--- config.mk ---
export PLATFORM = sky130hd
export DESIGN_NAME = ser_cfg_link
export DESIGN_NICKNAME = d
export VERILOG_FILES = /design/src/rtl/ser_cfg_link_pkg.sv /design/src/rtl/ser_pin_sync.sv /design/src/rtl/ser_frame_ctrl.sv /design/src/rtl/ser_regbank.sv /design/src/rtl/ser_cfg_link.sv
export SDC_FILE = /design/constraint.sdc
export NUM_CORES = 1
export LEC_CHECK = 0
export BUFFER_PORTS_ARGS = -buffer_cell sky130_fd_sc_hd__buf_4
export CAP_MARGIN = 20
export CORE_ASPECT_RATIO = 1.4
export CORE_UTILIZATION = 25
export DETAILED_ROUTE_END_ITERATION = 10
export GPL_TIMING_DRIVEN = 0
export HOLD_SLACK_MARGIN = 0.06
export SLEW_MARGIN = 5
export SYNTH_ARGS = -nofsm -noshare
export SYNTH_HDL_FRONTEND = slang
export SYNTH_HIERARCHICAL = 1
export SYNTH_SLANG_ARGS = --single-unit
--- constraint.sdc ---
create_clock -name clk -period 3.1 [get_ports clk]
set_input_delay 0.155 -clock clk [delete_from_list [all_inputs] [get_ports clk]]
set_output_delay 0.155 -clock clk [all_outputs]
set_load 0.01 [all_outputs]
--- src/rtl/ser_cfg_link_pkg.sv ---
package ser_cfg_link_pkg;
  localparam int DATA_W     = 72;
  localparam int ADDR_W     = 7;
  localparam int HDR_BITS   = 2 + ADDR_W;           // ignored bit, direction, address
  localparam int FRAME_BITS = HDR_BITS + DATA_W;    // 81 rising edges per full frame
  localparam int CNT_W      = $clog2(FRAME_BITS + 1);

  typedef enum logic {
    DIR_WR = 1'b0,
    DIR_RD = 1'b1
  } ser_dir_e;
endpackage

--- src/rtl/ser_pin_sync.sv ---
module ser_pin_sync #(
  parameter int STAGES = 2
) (
  input  logic clk,
  input  logic rst_n,
  input  logic en_pin,
  input  logic ck_pin,
  input  logic di_pin,
  output logic en_s,
  output logic di_s,
  output logic ck_rise,
  output logic ck_fall
);
  localparam int NPIN = 3;

  logic [NPIN-1:0] pins_raw;
  logic [NPIN-1:0] pins_s;
  logic            ck_prev;

  assign pins_raw = {en_pin, ck_pin, di_pin};

  generate
    for (genvar g = 0; g < NPIN; g++) begin : g_sync
      logic [STAGES-1:0] chain;
      always_ff @(posedge clk or negedge rst_n) begin
        if (!rst_n) chain <= '0;
        else        chain <= {chain[STAGES-2:0], pins_raw[g]};
      end
      assign pins_s[g] = chain[STAGES-1];
    end
  endgenerate

  always_ff @(posedge clk or negedge rst_n) begin
    if (!rst_n) ck_prev <= 1'b0;
    else        ck_prev <= pins_s[1];
  end

  assign en_s    = pins_s[2];
  assign di_s    = pins_s[0];
  assign ck_rise = pins_s[1] & ~ck_prev;
  assign ck_fall = ~pins_s[1] & ck_prev;
endmodule

--- src/rtl/ser_frame_ctrl.sv ---
module ser_frame_ctrl
  import ser_cfg_link_pkg::*;
(
  input  logic              clk,
  input  logic              rst_n,
  input  logic              en_s,
  input  logic              di_s,
  input  logic              ck_rise,
  input  logic              ck_fall,
  output logic              hdr_stb,
  output ser_dir_e          hdr_dir,
  output logic [ADDR_W-1:0] hdr_addr,
  output logic              data_stb,
  output logic              last_stb,
  output ser_dir_e          dir_q,
  output logic [ADDR_W-1:0] addr_q,
  output logic              rd_shift
);
  localparam logic [CNT_W-1:0] C_ADR_END = CNT_W'(HDR_BITS - 1);
  localparam logic [CNT_W-1:0] C_HDR     = CNT_W'(HDR_BITS);
  localparam logic [CNT_W-1:0] C_LAST    = CNT_W'(FRAME_BITS - 1);
  localparam logic [CNT_W-1:0] C_END     = CNT_W'(FRAME_BITS);

  logic [CNT_W-1:0]  cnt;
  logic [ADDR_W-1:0] hdr_q;
  logic              rd_act;
  logic              live;

  assign live = en_s && ck_rise && (cnt < C_END);

  always_ff @(posedge clk or negedge rst_n) begin
    if (!rst_n)      cnt <= '0;
    else if (!en_s)  cnt <= '0;
    else if (live)   cnt <= cnt + CNT_W'(1);
  end

  // direction and the upper address bits collect here; the last address bit comes straight from the pin
  always_ff @(posedge clk or negedge rst_n) begin
    if (!rst_n) hdr_q <= '0;
    else if (live && (cnt != '0) && (cnt < C_ADR_END))
      hdr_q <= {hdr_q[ADDR_W-2:0], di_s};
  end

  assign hdr_stb  = live && (cnt == C_ADR_END);
  assign hdr_dir  = ser_dir_e'(hdr_q[ADDR_W-1]);
  assign hdr_addr = {hdr_q[ADDR_W-2:0], di_s};
  assign data_stb = live && (cnt >= C_HDR);
  assign last_stb = live && (cnt == C_LAST);

  always_ff @(posedge clk or negedge rst_n) begin
    if (!rst_n) begin
      dir_q  <= DIR_WR;
      addr_q <= '0;
    end else if (hdr_stb) begin
      dir_q  <= hdr_dir;
      addr_q <= hdr_addr;
    end
  end

  always_ff @(posedge clk or negedge rst_n) begin
    if (!rst_n)                          rd_act <= 1'b0;
    else if (!en_s)                      rd_act <= 1'b0;
    else if (hdr_stb && hdr_dir == DIR_RD) rd_act <= 1'b1;
  end

  assign rd_shift = en_s && ck_fall && rd_act;

  AST_CNT_BOUND: assert property (@(posedge clk) disable iff (!rst_n) cnt <= C_END);
  AST_RDACT_IDLE: assert property (@(posedge clk) disable iff (!rst_n) !en_s |=> !rd_act);
  AST_CNT_RESTART: assert property (@(posedge clk) disable iff (!rst_n) !en_s |=> (cnt == '0));
endmodule

--- src/rtl/ser_regbank.sv ---
module ser_regbank
  import ser_cfg_link_pkg::*;
#(
  parameter int NCFG = 4
) (
  input  logic              clk,
  input  logic              rst_n,
  input  logic              en_s,
  input  logic              di_s,
  input  logic [DATA_W-1:0] hit_i,
  input  logic              hdr_stb,
  input  ser_dir_e          hdr_dir,
  input  logic [ADDR_W-1:0] hdr_addr,
  input  logic              data_stb,
  input  logic              last_stb,
  input  ser_dir_e          dir_q,
  input  logic [ADDR_W-1:0] addr_q,
  input  logic              rd_shift,
  output logic              sdo_q,
  output logic [DATA_W-1:0] sel_q,
  output logic [NCFG*DATA_W-1:0] cfg_flat
);
  logic [DATA_W-1:0] cfg_q [NCFG];
  logic [DATA_W-1:0] hit_q;
  logic [DATA_W-1:0] snap_q;
  logic [DATA_W-1:0] rd_sh;
  logic [DATA_W-1:0] rd_word;
  logic [DATA_W-1:0] clr_mask;
  logic [DATA_W-2:0] wr_sh;
  logic [DATA_W-1:0] wr_word;
  logic              wr_commit;
  logic              rd_done0;

  assign wr_word   = {wr_sh, di_s};
  assign wr_commit = last_stb && (dir_q == DIR_WR);
  assign rd_done0  = last_stb && (dir_q == DIR_RD) && (addr_q == '0);
  assign clr_mask  = rd_done0 ? snap_q : '0;

  always_comb begin
    rd_word = '0;
    if (hdr_addr == '0) rd_word = hit_q;
    for (int i = 0; i < NCFG; i++)
      if (hdr_addr == ADDR_W'(i + 1)) rd_word = cfg_q[i];
  end

  always_ff @(posedge clk or negedge rst_n) begin
    if (!rst_n) hit_q <= '0;
    else        hit_q <= (hit_q & ~clr_mask) | hit_i;
  end

  always_ff @(posedge clk or negedge rst_n) begin
    if (!rst_n) begin
      snap_q <= '0;
      rd_sh  <= '0;
    end else if (hdr_stb && hdr_dir == DIR_RD) begin
      snap_q <= (hdr_addr == '0) ? hit_q : '0;
      rd_sh  <= rd_word;
    end else if (rd_shift) begin
      rd_sh  <= {rd_sh[DATA_W-2:0], 1'b0};
    end
  end

  always_ff @(posedge clk or negedge rst_n) begin
    if (!rst_n)        sdo_q <= 1'b0;
    else if (!en_s)    sdo_q <= 1'b0;
    else if (rd_shift) sdo_q <= rd_sh[DATA_W-1];
  end

  always_ff @(posedge clk or negedge rst_n) begin
    if (!rst_n)        wr_sh <= '0;
    else if (data_stb) wr_sh <= wr_word[DATA_W-2:0];
  end

  always_ff @(posedge clk or negedge rst_n) begin
    if (!rst_n) begin
      sel_q <= '0;
      for (int i = 0; i < NCFG; i++) cfg_q[i] <= '0;
    end else if (wr_commit) begin
      if (addr_q == '0) sel_q <= wr_word;
      for (int i = 0; i < NCFG; i++)
        if (addr_q == ADDR_W'(i + 1)) cfg_q[i] <= wr_word;
    end
  end

  generate
    for (genvar g = 0; g < NCFG; g++) begin : g_flat
      assign cfg_flat[g*DATA_W +: DATA_W] = cfg_q[g];
    end
  endgenerate

  AST_SEL_HOLD: assert property (@(posedge clk) disable iff (!rst_n)
    !(wr_commit && addr_q == '0) |=> $stable(sel_q));
  AST_CFG_HOLD: assert property (@(posedge clk) disable iff (!rst_n)
    !wr_commit |=> $stable(cfg_flat));
  AST_HIT_STICKY: assert property (@(posedge clk) disable iff (!rst_n)
    (hit_i != '0) |=> ((hit_q & $past(hit_i)) == $past(hit_i)));
  AST_SDO_IDLE: assert property (@(posedge clk) disable iff (!rst_n) !en_s |=> !sdo_q);
endmodule

--- src/rtl/ser_cfg_link.sv ---
module ser_cfg_link
  import ser_cfg_link_pkg::*;
#(
  parameter int NCFG        = 4,
  parameter int SYNC_STAGES = 2
) (
  input  logic                   clk,
  input  logic                   rst_n,
  input  logic                   ser_en_i,
  input  logic                   ser_ck_i,
  input  logic                   ser_di_i,
  output logic                   ser_do_o,
  input  logic [DATA_W-1:0]      hit_i,
  output logic [DATA_W-1:0]      chsel_o,
  output logic [NCFG*DATA_W-1:0] cfg_o
);
  logic              en_s, di_s, ck_rise, ck_fall;
  logic              hdr_stb, data_stb, last_stb, rd_shift;
  ser_dir_e          hdr_dir, dir_q;
  logic [ADDR_W-1:0] hdr_addr, addr_q;

  ser_pin_sync #(.STAGES(SYNC_STAGES)) u_sync (
    .clk(clk), .rst_n(rst_n),
    .en_pin(ser_en_i), .ck_pin(ser_ck_i), .di_pin(ser_di_i),
    .en_s(en_s), .di_s(di_s), .ck_rise(ck_rise), .ck_fall(ck_fall)
  );

  ser_frame_ctrl u_ctrl (
    .clk(clk), .rst_n(rst_n), .en_s(en_s), .di_s(di_s),
    .ck_rise(ck_rise), .ck_fall(ck_fall),
    .hdr_stb(hdr_stb), .hdr_dir(hdr_dir), .hdr_addr(hdr_addr),
    .data_stb(data_stb), .last_stb(last_stb),
    .dir_q(dir_q), .addr_q(addr_q), .rd_shift(rd_shift)
  );

  ser_regbank #(.NCFG(NCFG)) u_bank (
    .clk(clk), .rst_n(rst_n), .en_s(en_s), .di_s(di_s), .hit_i(hit_i),
    .hdr_stb(hdr_stb), .hdr_dir(hdr_dir), .hdr_addr(hdr_addr),
    .data_stb(data_stb), .last_stb(last_stb),
    .dir_q(dir_q), .addr_q(addr_q), .rd_shift(rd_shift),
    .sdo_q(ser_do_o), .sel_q(chsel_o), .cfg_flat(cfg_o)
  );
endmodule

Yosys cells after proc, flatten, opt, wreduce, memory -nomap -nowiden
Index checks and enable logic that the tools add are counted.
Word-level totals
  bits in registers: 678
  input bits: 77
  output and inout bits: 361
Operators by class
  add/subtract/negate cells: 1
  $lt $le $gt $ge: 3
  equality and inequality tests: 13
  multiplexer cells: 14
  bitwise gates (word level): 8
  reductions and logical operators: 22
Operator list (count)
  $mux 72: 8
  $and 72x72->72: 1
  $not 72->72: 1
  $or 72x72->72: 1
  $eq 7x2->1 const B: 4
  $eq 7x1->1 const B: 2
  $eq 7x3->1 const B: 2
  $logic_not 7->1: 2
  $mux 7: 2
  $logic_and 1x1->1: 13
  $reduce_and 2->1: 5
  $add 7x1->7 const B: 1
  $eq 7x4->1 const B: 1
  $eq 7x7->1 const B: 1
  $ge 7x4->1 const B: 1
  $lt 7x4->1 const B: 1
  $lt 7x7->1 const B: 1
  $reduce_bool 7->1: 1
  $mux 1: 4
  $ne 2x1->1 const B: 2
  $not 1->1: 3
  $and 1x1->1: 2
  $ne 2x2->1 const B: 1
  $reduce_bool 2->1: 1

Logic depth before layout (Yosys ltp)
Gate-level depths: netlist (run 1).
  word-level depth: 11
  mapped depth: 10
  mapped depth without buffers: 7

By module
Netlist (run 1), hierarchy kept.
By module, submodules not included
  ser_regbank: times used 1, cells each 2230, area each 29360.7 um^2, sequential area each 16215.6 um^2
  ser_frame_ctrl: times used 1, cells each 95, area each 1121.1 um^2, sequential area each 575.6 um^2
  ser_pin_sync: times used 1, cells each 9, area each 190.2 um^2, sequential area each 175.2 um^2

Worst setup path before layout (run 1)
Ideal clock, no wire load.
  path kind: reg2reg
  start point: register u_ctrl.cnt[0]
  end point: register u_bank.sel_q[31]
  data arrival time: 2.723 ns
  data required time: 2.975 ns
  setup slack: 0.253 ns
  cell stages (with the launch flop): 10
  buffers on the path: 3
  clock period less this slack: 2.847 ns
  cells stage by stage: dfrtp_1 -> or4_1 -> a21o_1 -> nor4_1 -> clkbuf_1 -> nor2b_1 -> clkbuf_1 -> nand3_1 -> clkbuf_1 -> mux2_2
On the way
  longest elaborated chain between the ends: 5
  elaborated cells on any way between the ends: 6
  classes of those cells: 1 x order compare; 1 x eq/ne; 4 x reduce/logical
RTL lines
  from (decl): line ser_frame_ctrl.sv:24  | logic [CNT_W-1:0] cnt;
  from (signal assigned): line ser_frame_ctrl.sv:34  | else if (live) cnt <= cnt + CNT_W'(1);
  $lt 7x7->1: line ser_frame_ctrl.sv:29  | assign live = en_s && ck_rise && (cnt < C_END);
  $logic_and 1x1->1: line ser_frame_ctrl.sv:29
  $logic_and 1x1->1 (*): line ser_frame_ctrl.sv:48  | assign last_stb = live && (cnt == C_LAST);
  named net last_stb: line ser_cfg_link.sv:18  | logic hdr_stb, data_stb, last_stb, rd_shift;
  $logic_and 1x1->1 (*): line ser_regbank.sv:35  | assign wr_commit = last_stb && (dir_q == DIR_WR);
  $reduce_and 2->1 (no source line) (*)
  to (signal assigned): line ser_regbank.sv:79  | if (addr_q == '0) sel_q <= wr_word;
  to (decl): line ser_regbank.sv:20  | output logic [DATA_W-1:0] sel_q,
Mark *: on every way through the listed nets, which the timed path passes. The rest lies on a longest branch.
A chain may end at the register's enable or synchronous reset.

Worst setup path in the final report (run 1)
  start point: register u_sync.g_sync[0].chain[1]
  end point: register u_bank.rd_sh[46]
On the way
  longest elaborated chain between the ends: 7
  elaborated cells on any way between the ends: 11
  classes of those cells: 4 x eq/ne; 6 x mux; 1 x reduce/logical
RTL lines
  from (decl): line ser_pin_sync.sv:24  | logic [STAGES-1:0] chain;
  from (signal assigned): line ser_pin_sync.sv:27  | else chain <= {chain[STAGES-2:0], pins_raw[g]};
  $logic_not 7->1: line ser_regbank.sv:41  | if (hdr_addr == '0) rd_word = hit_q;
  $mux 72: line ser_regbank.sv:41
  $mux 72 (3 in a row): line ser_regbank.sv:43  | if (hdr_addr == ADDR_W'(i + 1)) rd_word = cfg_q[i];
  $mux 72 (*): line ser_regbank.sv:43
  $mux 72 (*): line ser_regbank.sv:55  | end else if (hdr_stb && hdr_dir == DIR_RD) begin
  to (signal assigned): line ser_regbank.sv:57  | rd_sh <= rd_word;
  to (signal assigned): line ser_regbank.sv:59  | rd_sh <= {rd_sh[DATA_W-2:0], 1'b0};
  to (decl): line ser_regbank.sv:26  | logic [DATA_W-1:0] rd_sh;
Mark *: on every way between the ends. The rest lies on a longest branch, timed or not.

==> results.md, run 1 <==
* Status: complete, no violations
* Asr flop ratio synth at 1.00
* Largest net degree at the start of global routing at 112
* GP Congestion at 0.849
* Vias at 22,150
* Critical path class: register to register
* RSZ-0062 raised after global routing: false
* Wire per inst at 23.9 um
* Ys flop type: dfrtp_1
* Number of global-route vias before repair at 23,490
* Min cycle time layout at 3.00 ns
* Final hold violations at 0
* Pint at 0.0149 W
* Worst-Margin Slew at 0.894 ns
* CP peak stage delay at 0.60 ns
* Synthesized area per cell at 13.1 sq um
* Mapped cell area at 30,700 sq um
* Area share of the largest cell type after synthesis at 0.553
* Final Util at 0.330
* CTS H-Tree Depth at 3
* DR vias/cell at 4.79
* Synth Warn # at 6
* Worst hold path class: primary input to register
* Synth cell types at 52
* Die width at 298 um
* I/O pin cnt at 438
* Setup TNS at 0 ns
* Final setup viols at 0
* Clk pin slew, worst setup/hold paths at 0.06 ns
* Synth top area cells: dfrtp_1, mux2_2, mux2i_1, o221a_2, a22o_1
* Slew Limit Fails at 0
* Std-Cell Rows at 151
* Maximum clock insertion buffer count at 3
* Post-route ant nets at 0
* Worst-Skew Late Latency at 0.68 ns
* Gr usage total at 0.176
* Switching Share at 0.253
* Die Area at 124,000 sq um
* DRT Wirelength at 111,000 um
* CTS buffer count at 75
* Syn Inst Count at 2,334
* CP Cell Sequence: buf_4 > clkbuf_1 > buf_8 > clkbuf_4 > buf_4 > mux2i_1 > o22ai_1 > o221a_2
* Max_slew headroom at 0.404
* Fillcell total at 12,244
* Post-synth EDFFs at 0
* Most used cell, CP: buf_4
* Hold_ws at 0.143 ns
* Worst-path maximum fanout at 10
* Crit path max-delay family: buffers and inverters
* CP Buf/Inv Count at 5
* Clock share of power at 0.477
* Register area share after synthesis at 0.553
* # DRC at 0
* Achievable Freq at 334 MHz
* Synthesized Nets at 2,414
* Power per cell area at 497 nW/um^2
* Switching Power at 0.00504 W
* Startpoint Class: register
* CTS sink count at 678
* Seq pwr share at 0.446
* Dominant cell type by area after synthesis: dfrtp_1
* IO Port Bufs at 437
* Leak at 19.4 nW
* Total gr overflow at 0
* Hpwl dp at 81,800 um
* VDD IR max at 0.398 mV
* CP max stage cell: dfrtp_2
* Area grow syn2layout at 30.7%
* CP required at 3.65 ns
* 1st-iter DRT viols at 1,228
* Critical Path Sink Type: register
* Commonest cells in the netlist: dfrtp_1, mux2_2, mux2i_1
* First drt pass iteration count at 5
* Global-route wire length before repair at 164,000 um
* Layout cells sized above 1 at 0.401
* Initial Util at 0.253
* Skew final at 0.0348 ns
* Net total in the final layout at 3,037
* Worst EP arrival at 3.55 ns
* Total power at 0.0199 W
* Register bit total from synthesis at 678
* Core area at 121,000 sq um
* CTS tree: yes
* Combinational fraction of design power at 0.077
* Die extent in y at 416 um
* Root Driver: clkbuf_16
* Fin crit share at 0.967
* # Max-Cap Violations at 0
* Count leader, synth: dfrtp_1
* Initial antenna violation count at 15
-- power groups by stage --
stage / Sequential, W / Combinational [W] / Clock [W]
after floorplan: 0.00904 / 0.000625 / 0
after global placement: 0.00905 / 0.00139 / 0
after detailed placement: 0.00905 / 0.00145 / 0
after CTS: 0.00889 / 0.00156 / 0.00980
after global routing: 0.00889 / 0.00165 / 0.0101
final: 0.00889 / 0.00153 / 0.00951
-- path summary, 6_finish.rpt --
path                       cells past startpoint                         to                       from  slack, ns
max                                            8           u_bank/rd_sh[46]  u_sync/g_sync[0].chain[1]       0.10
min                                            2  u_sync/g_sync[0].chain[0]                   ser_di_i       0.14
max reg2reg                                    8           u_bank/rd_sh[46]  u_sync/g_sync[0].chain[1]       0.10
min reg2reg                                    0  u_sync/g_sync[0].chain[1]  u_sync/g_sync[0].chain[0]       0.35
max in group asynchronous                      6       u_bank/cfg_flat[155]                      rst_n       0.80
min in group asynchronous                      4           u_bank/sel_q[48]                      rst_n       0.64
-- state kept, by name, indices dropped and copies added, names as in the netlist, 71 cells and up --
register,flops
u_bank/cfg_flat,288
u_bank/hit_q,72
u_bank/rd_sh,72
u_bank/sel_q,72
u_bank/snap_q,72
u_bank/wr_sh,71
-- through the flow --
step / worst slack [ns] / cell area [sq um] / cells
3_3_place_gp: -6.25 / 36000 / 4377
5_1_grt: 0.00171 / 40100 / 4627
3_5_place_dp: -1.46 / 36400 / 4397
6_report: 0.102 / 40100 / 4627
4_1_cts: 0.000270 / 40000 / 4619
2_1_floorplan: 0.253 / 30700 / 2334
-- routing by layer --
layer  share of wire  global-route usage
met4           0.038              0.0719
met1            0.41               0.214
met3           0.043              0.0261
met5         0.00033                   0
met2            0.51               0.310
-- repair_timing --
item,in CTS,in global routing
gates resized for setup,65,16
hold buffers,78,0
setup endpoints to repair,579,399
hold endpoints to repair,321,0
setup buffers,14,3
pin swaps,5,1
-- cell type report --
cell class / instances / area, sq um / share of cell area
flip-flops and latches: 678 / 17000 / 0.423
multi-input cells: 1448 / 12800 / 0.320
repair buffers: 552 / 4600 / 0.115
clock buffers: 106 / 2150 / 0.0537
well taps: 1606 / 2010 / 0.0501
plain buffers: 194 / 1010 / 0.0252
clock inverters: 30 / 464 / 0.0116
inverters: 8 / 30.0 / 0.000749
diodes: 5 / 12.5 / 0.000312
-- cell families (layout without fill, tap and decap cells) --
family	Yosys count	in the layout	share of synthesized area
buffers and inverters	208	890	0.0298
adders and majority gates	3	3	0.00122
other	0	5	0
AOI/OAI and AO/OA	448	448	0.112
muxes	662	662	0.234
and+or+nand+nor	335	335	0.0692
DFF	678	678	0.553
-- layout by cell type (no fill, tap or decap), types with 75 or more instances in the layout --
| cell type | n |
|---|---|
| dfrtp_1 | 674 |
| mux2i_1 | 216 |
| dlygate4sd3_1 | 77 |
| clkbuf_1 | 107 |
| buf_4 | 476 |
| mux2_2 | 440 |
| clkbuf_16 | 75 |
Note: power is estimated with default switching activity, not from simulation.
==> run 2: changes to the inputs <==
- MAX_ROUTING_LAYER: not set -> met4
- clock period: 3.1 -> 3.35 ns (I/O delays scaled with it)
==> run 2 against run 1 <==
Combinational power shrank 8%. Wire length fell by 0.29%. Sequential power down 7.4%. Critical path depth increased by 4. Clock skew up 0.0019 ns. Highest routed layer is now met4.
==> results.md, run 2 (synthesis gave the netlist of run 1 again) <==
* CTS tree: yes
* Power per cell area at 462 nW/um^2
* Critical Path Sink Type: register
* Slew Limit Fails at 0
* CP required at 3.89 ns
* Min cycle time layout at 3.22 ns
* CP Buf/Inv Count at 6
* Max_slew headroom at 0.391
* Achievable Freq at 311 MHz
* Seq pwr share at 0.446
* Final hold violations at 0
* CP peak stage delay at 0.56 ns
* Pint at 0.0138 W
* Worst-path maximum fanout at 10
* Worst-Margin Slew at 0.913 ns
* Std-Cell Rows at 151
* Maximum clock insertion buffer count at 3
* Combinational fraction of design power at 0.076
* Register area at 17,000 sq um
* Layout Cells excl Fill at 4,627
* Critical path class: register to register
* Max reg flops at 288
* Final setup viols at 0
* Placed Area at 36,400 sq um
* Crit path max-delay family: buffers and inverters
* Total gr overflow at 0
* CP max stage cell: or4_1
* Fin crit share at 0.961
* IO Port Bufs at 437
* CTS H-Tree Depth at 3
* CTS sink count at 678
* Clk pin slew, worst setup/hold paths at 0.06 ns
* Vias at 22,102
* Net total in the final layout at 3,034
* Status: complete, no violations
* WL met1 at 45,500 um
* Global-route wire length before repair at 163,000 um
* Die Area at 124,000 sq um
* I/O pin cnt at 438
* Layout cells sized above 1 at 0.395
* Worst hold path class: primary input to asynchronous set/reset pin
* Gr usage total at 0.181
* Switching Share at 0.253
* Startpoint Class: register
* Switching Power at 0.00467 W
* Most used cell, CP: clkbuf_4
* CTS buffer count at 75
* Met2 wire len at 56,900 um
* Skew final at 0.0368 ns
* Uppermost routed layer: met4
* First drt pass iteration count at 5
* Core area at 121,000 sq um
* Clock share of power at 0.478
* CP Cell Sequence: or4_1 > a21o_1 > nor4_2 > clkbuf_4 > buf_8 > nor2b_1 > clkbuf_4 > nand4_1 > buf_4 > buf_8 > clkbuf_4 > mux2_2
* Number of global-route vias before repair at 23,448
* Initial Util at 0.253
* Worst-Skew Late Latency at 0.68 ns
* VDD IR max at 0.369 mV
* Largest net degree at the start of global routing at 112
* Wire per inst at 23.9 um
* Die extent in y at 416 um
* # DRC at 0
* Placed cells at 4,397
* Hpwl dp at 81,800 um
* Area grow syn2layout at 30.2%
* Most common cell after layout, fill and taps aside: dfrtp_1
* DR vias/cell at 4.78
* Root Driver: clkbuf_16
* Worst EP arrival at 3.76 ns
* Multi-input logic area at 12,800 sq um
* Die width at 298 um
* # Max-Cap Violations at 0
* Cell area after layout at 39,900 sq um
* Most frequent cells in the layout: dfrtp_1, buf_4, mux2_2
* 1st-iter DRT viols at 1,187
* Leak at 19.3 nW
* GP Congestion at 0.863
* Routed length on met3 at 4460 um
* Post-route ant nets at 0
* Initial antenna violation count at 15
* Fillcell total at 12,265
* DRT Wirelength at 110,000 um
==> run 2: changes by cell type in the layout (fill, tap and decap cells not counted), sizes merged <==
| cell | previous run | this run |
|---|---|---|
| buf | 559 | 551 |
| clkbuf | 216 | 222 |
| diode | 5 | 8 |
| dlygate4sd3 | 77 | 76 |
==> run 2: tightest hold or removal path, stage by stage <==
cell           delay [ns]
dlygate4sd3_1        0.56
buf_8                0.16
buf_16               0.26
==> run 2: what timing repair did <==
| item | CTS | global route |
|---|---|---|
| resized for setup | 12 | 19 |
| pin swaps | 4 | 1 |
| hold endpoints to repair | 321 | 0 |
| buffers inserted | 11 | 2 |
| hold buffers | 77 | 0 |
| endpoints found under the setup margin | 481 | 349 |
==> run 2: final timing paths <==
kind	start	to	slack, ns	cells past startpoint
max in group asynchronous	rst_n	u_sync/g_sync[0].chain[1]	1.60	5
min in group clk	ser_di_i	u_sync/g_sync[0].chain[0]	0.16	2
worst max register to register	u_ctrl/cnt[0]	u_bank/cfg_flat[179]	0.13	12
worst min-delay path	rst_n	u_bank/sel_q[48]	0.11	3
worst max-delay path	u_ctrl/cnt[0]	u_bank/cfg_flat[179]	0.13	12
worst min register to register	u_sync/g_sync[0].chain[0]	u_sync/g_sync[0].chain[1]	0.35	0
==> run 2: per-stage QoR <==
step                setup TNS (ns)  total power, W  worst slack (ns)   util  hold WS (ns)
floorplan                        0         0.00895             0.503      -        -0.128
global placement          -4727.01         0.00966             -6.01  0.296         0.278
detailed placement         -353.09         0.00972             -1.21  0.300         0.121
CTS                              0          0.0187           0.00534  0.329        0.0617
global route                -0.373          0.0191           -0.0215  0.329         0.102
finish                           0          0.0185             0.132  0.329         0.105
==> run 2: area by class of cell <==
class / instances / share of cell area
antenna: 8 / 0.000501
buffer: 196 / 0.0227
clock buffer: 106 / 0.0539
clock inverter: 30 / 0.0116
inverter: 8 / 0.000752
multi-input combinational: 1448 / 0.321
sequential: 678 / 0.425
tap: 1606 / 0.0503
timing repair buffer: 547 / 0.114
==> run 2: power groups by stage <==
stage          clock network, W  logic (W)  registers [W]
4_1_cts                 0.00907    0.00144        0.00822
2_1_floorplan                 0   0.000578        0.00837
5_1_grt                 0.00940    0.00152        0.00822
3_5_place_dp                  0    0.00135        0.00838
3_3_place_gp                  0    0.00129        0.00838
6_report                0.00882    0.00141        0.00823
==> run 2: metal layers <==
layer  up-vias  global-route usage
li1       9937                   -
met3       133              0.0267
met4         0              0.0695
met2       568               0.310
met5         -                   -
met1     11464               0.214
==> run 3: changes to the inputs <==
- CTS_BUF_LIST: not set -> sky130_fd_sc_hd__clkbuf_4
- SKIP_LAST_GASP: not set -> 1
==> run 3 against run 2 <==
Total power is 7.6% lower. Critical path type unchanged. Combinational power is 5% higher. Highest routed layer unchanged. Clock skew is 0.078 ns higher. Core utilization is 0.36 points higher.
==> results.md, run 3 (synthesis gave the netlist of run 1 again) <==
* Min cycle time layout at 3.17 ns
* Worst-path maximum fanout at 10
* Multi-input logic area at 12,800 sq um
* Number of global-route vias before repair at 24,630
* Die extent in y at 416 um
* Area grow syn2layout at 31.6%
* Most frequent cells in the layout: dfrtp_1, buf_4, mux2_2
* Crit path max-delay family: buffers and inverters
* Root Driver: clkbuf_4
* Wire per inst at 22.9 um
* Largest net degree at the start of global routing at 112
* Leak at 19.7 nW
* Critical Path Sink Type: register
* 1st-iter DRT viols at 1,232
* Met3 Usage GRT at 0.0374
* Worst-Skew Late Latency at 1.18 ns
* Most used cell, CP: buf_4
* Worst EP arrival at 4.15 ns
* GP Congestion at 0.863
* Die width at 298 um
* CTS buffer count at 179
* Power per cell area at 422 nW/um^2
* Status: complete, no violations
* Global-route wire length before repair at 166,000 um
* Worst hold path class: primary input to register
* CTS tree: yes
* Core area at 121,000 sq um
* Hpwl dp at 81,800 um
* Clk pin slew, worst setup/hold paths at 0.07 ns
* Hold Crit Depth at 4
* Net total in the final layout at 3,217
* Met1 Use GR at 0.210
* Layout cells sized above 1 at 0.414
* Crit Reg-Reg Startpoint: u_ctrl/cnt[0]
* Max_slew headroom at 0.396
* Final setup viols at 0
* Placed cells at 4,397
* Most common cell after layout, fill and taps aside: dfrtp_1
* I/O pin cnt at 438
* Critical path class: register to register
* Reg2reg path depth at 12
* Reg2Reg Setup Slack at 0.18 ns
* Initial Util at 0.253
* Max reg flops at 288
* Fin crit share at 0.948
* Worst hold path endpoint: u_bank/hit_q[6]
* DRT Wirelength at 112,000 um
* Achievable Freq at 315 MHz
* Slew Limit Fails at 0
* Hold path startpoint: hit_i[6]
* CTS H-Tree Depth at 4
* Hold_ws at 0.301 ns
* # DRC at 0
* Fillcell total at 12,382
* Final Util at 0.333
* CP max stage cell: or4_4
* Worst-Margin Slew at 0.906 ns
* # Max-Cap Violations at 0
* CP Cell Sequence: or4_4 > a21o_1 > nor4_2 > buf_4 > buf_8 > nor2b_1 > clkbuf_4 > nand4_1 > buf_4 > buf_8 > buf_4 > mux2_2
* Final hold violations at 0
* CP Buf/Inv Count at 6
* Die Area at 124,000 sq um
* Maximum clock insertion buffer count at 3
* Initial antenna violation count at 17
* Vias at 23,131
* Gr usage total at 0.185
* RSZ-0062 raised after global routing: false
* GRT Max-Usage Layer: met2
* Register area at 17,000 sq um
* DR vias/cell at 4.74
* CTS sink count at 678
* Skew final at 0.115 ns
* IO Port Bufs at 437
* Reg-to-Reg End: u_bank/cfg_flat[169]
* Post-route ant nets at 0
* Startpoint Class: register
* Layout Cells excl Fill at 4,882
* CP required at 4.33 ns
* First drt pass iteration count at 5
* GR met2 Demand/Resource at 0.314
* Std-Cell Rows at 151
* VDD IR max at 0.271 mV
* CP peak stage delay at 0.55 ns
* Total gr overflow at 0
-- run 3: cell count changes in the layout (fill, tap and decap cells not counted), moves of 5 or more --
cell / before / now
clkinv_2: 5 / 13
clkbuf_4: 8 / 253
clkbuf_16: 75 / 0
clkbuf_8: 16 / 0
clkinv_1: 0 / 32
bufinv_16: 8 / 3
clkbuf_1: 120 / 100
dlygate4sd3_1: 76 / 156
-- run 3: final cells by class --
cell class                      count  area share
Antenna cell                       12    0.000744
Clock buffer                      250      0.0465
Sequential cell                   678       0.420
Inverter                            8    0.000744
Tap cell                         1606      0.0498
Clock inverter                     58     0.00880
Multi-Input combinational cell   1448       0.318
Buffer                            196      0.0226
Timing Repair Buffer              626       0.133
-- run 3: worst reg2reg max path: cells and delay by family (launching register included) --
| kind | cells | cell delay (ns) |
|---|---|---|
| muxes | 1 | 0.30 |
| DFF | 1 | 0.45 |
| and+or+nand+nor | 4 | 0.96 |
| buffers and inverters | 6 | 1.06 |
| AOI/OAI and AO/OA | 1 | 0.22 |
-- run 3: through the flow --
stage	setup TNS [ns]	power, W	instance area [sq um]	setup slack [ns]
3_3_place_gp	-4727.01	0.00966	36000	-6.01
5_1_grt	0	0.0179	40400	0.00697
2_1_floorplan	0	0.00895	30700	0.503
4_1_cts	0	0.0174	40300	0.00210
3_5_place_dp	-353.09	0.00972	36400	-1.21
6_report	0	0.0170	40400	0.176
-- run 3: worst max path at each step --
stage / from / end / slack [ns] / cells past startpoint
2_1_floorplan: u_ctrl/cnt[0] / u_bank/sel_q[31] / 0.50 / 9
3_3_place_gp: rst_n / u_bank/sel_q[4] / -6.01 / 1
3_5_place_dp: u_ctrl/cnt[0] / u_bank/cfg_flat[13] / -1.21 / 10
4_1_cts: u_ctrl/cnt[0] / u_bank/cfg_flat[175] / 0.002 / 12
5_1_grt: u_ctrl/cnt[1] / u_bank/snap_q[21] / 0.007 / 10
6_report: u_ctrl/cnt[0] / u_bank/cfg_flat[169] / 0.18 / 12
-- run 3: metal layers --
| layer | up-vias | share of wire |
|---|---|---|
| li1 | 10424 | - |
| met1 | 11865 | 0.40 |
| met2 | 662 | 0.51 |
| met3 | 180 | 0.047 |
| met4 | 0 | 0.037 |
| met5 | - | 0 |
-- run 3: what timing repair did --
item                       in CTS  in global routing
hold endpoints to repair      534                  0
resized for setup              17                 20
setup endpoints to repair     481                401
setup buffers                  11                  1
hold buffers                  157                  0
pin swaps                       4                  2
-- run 3: where the power goes --
| part | internal, W | total [W] | switching (W) |
|---|---|---|---|
| Combinational | 0.000479 | 0.00148 | 0.000997 |
| Sequential | 0.00820 | 0.00822 | 0.0000232 |
| Clock | 0.00369 | 0.00734 | 0.00366 |
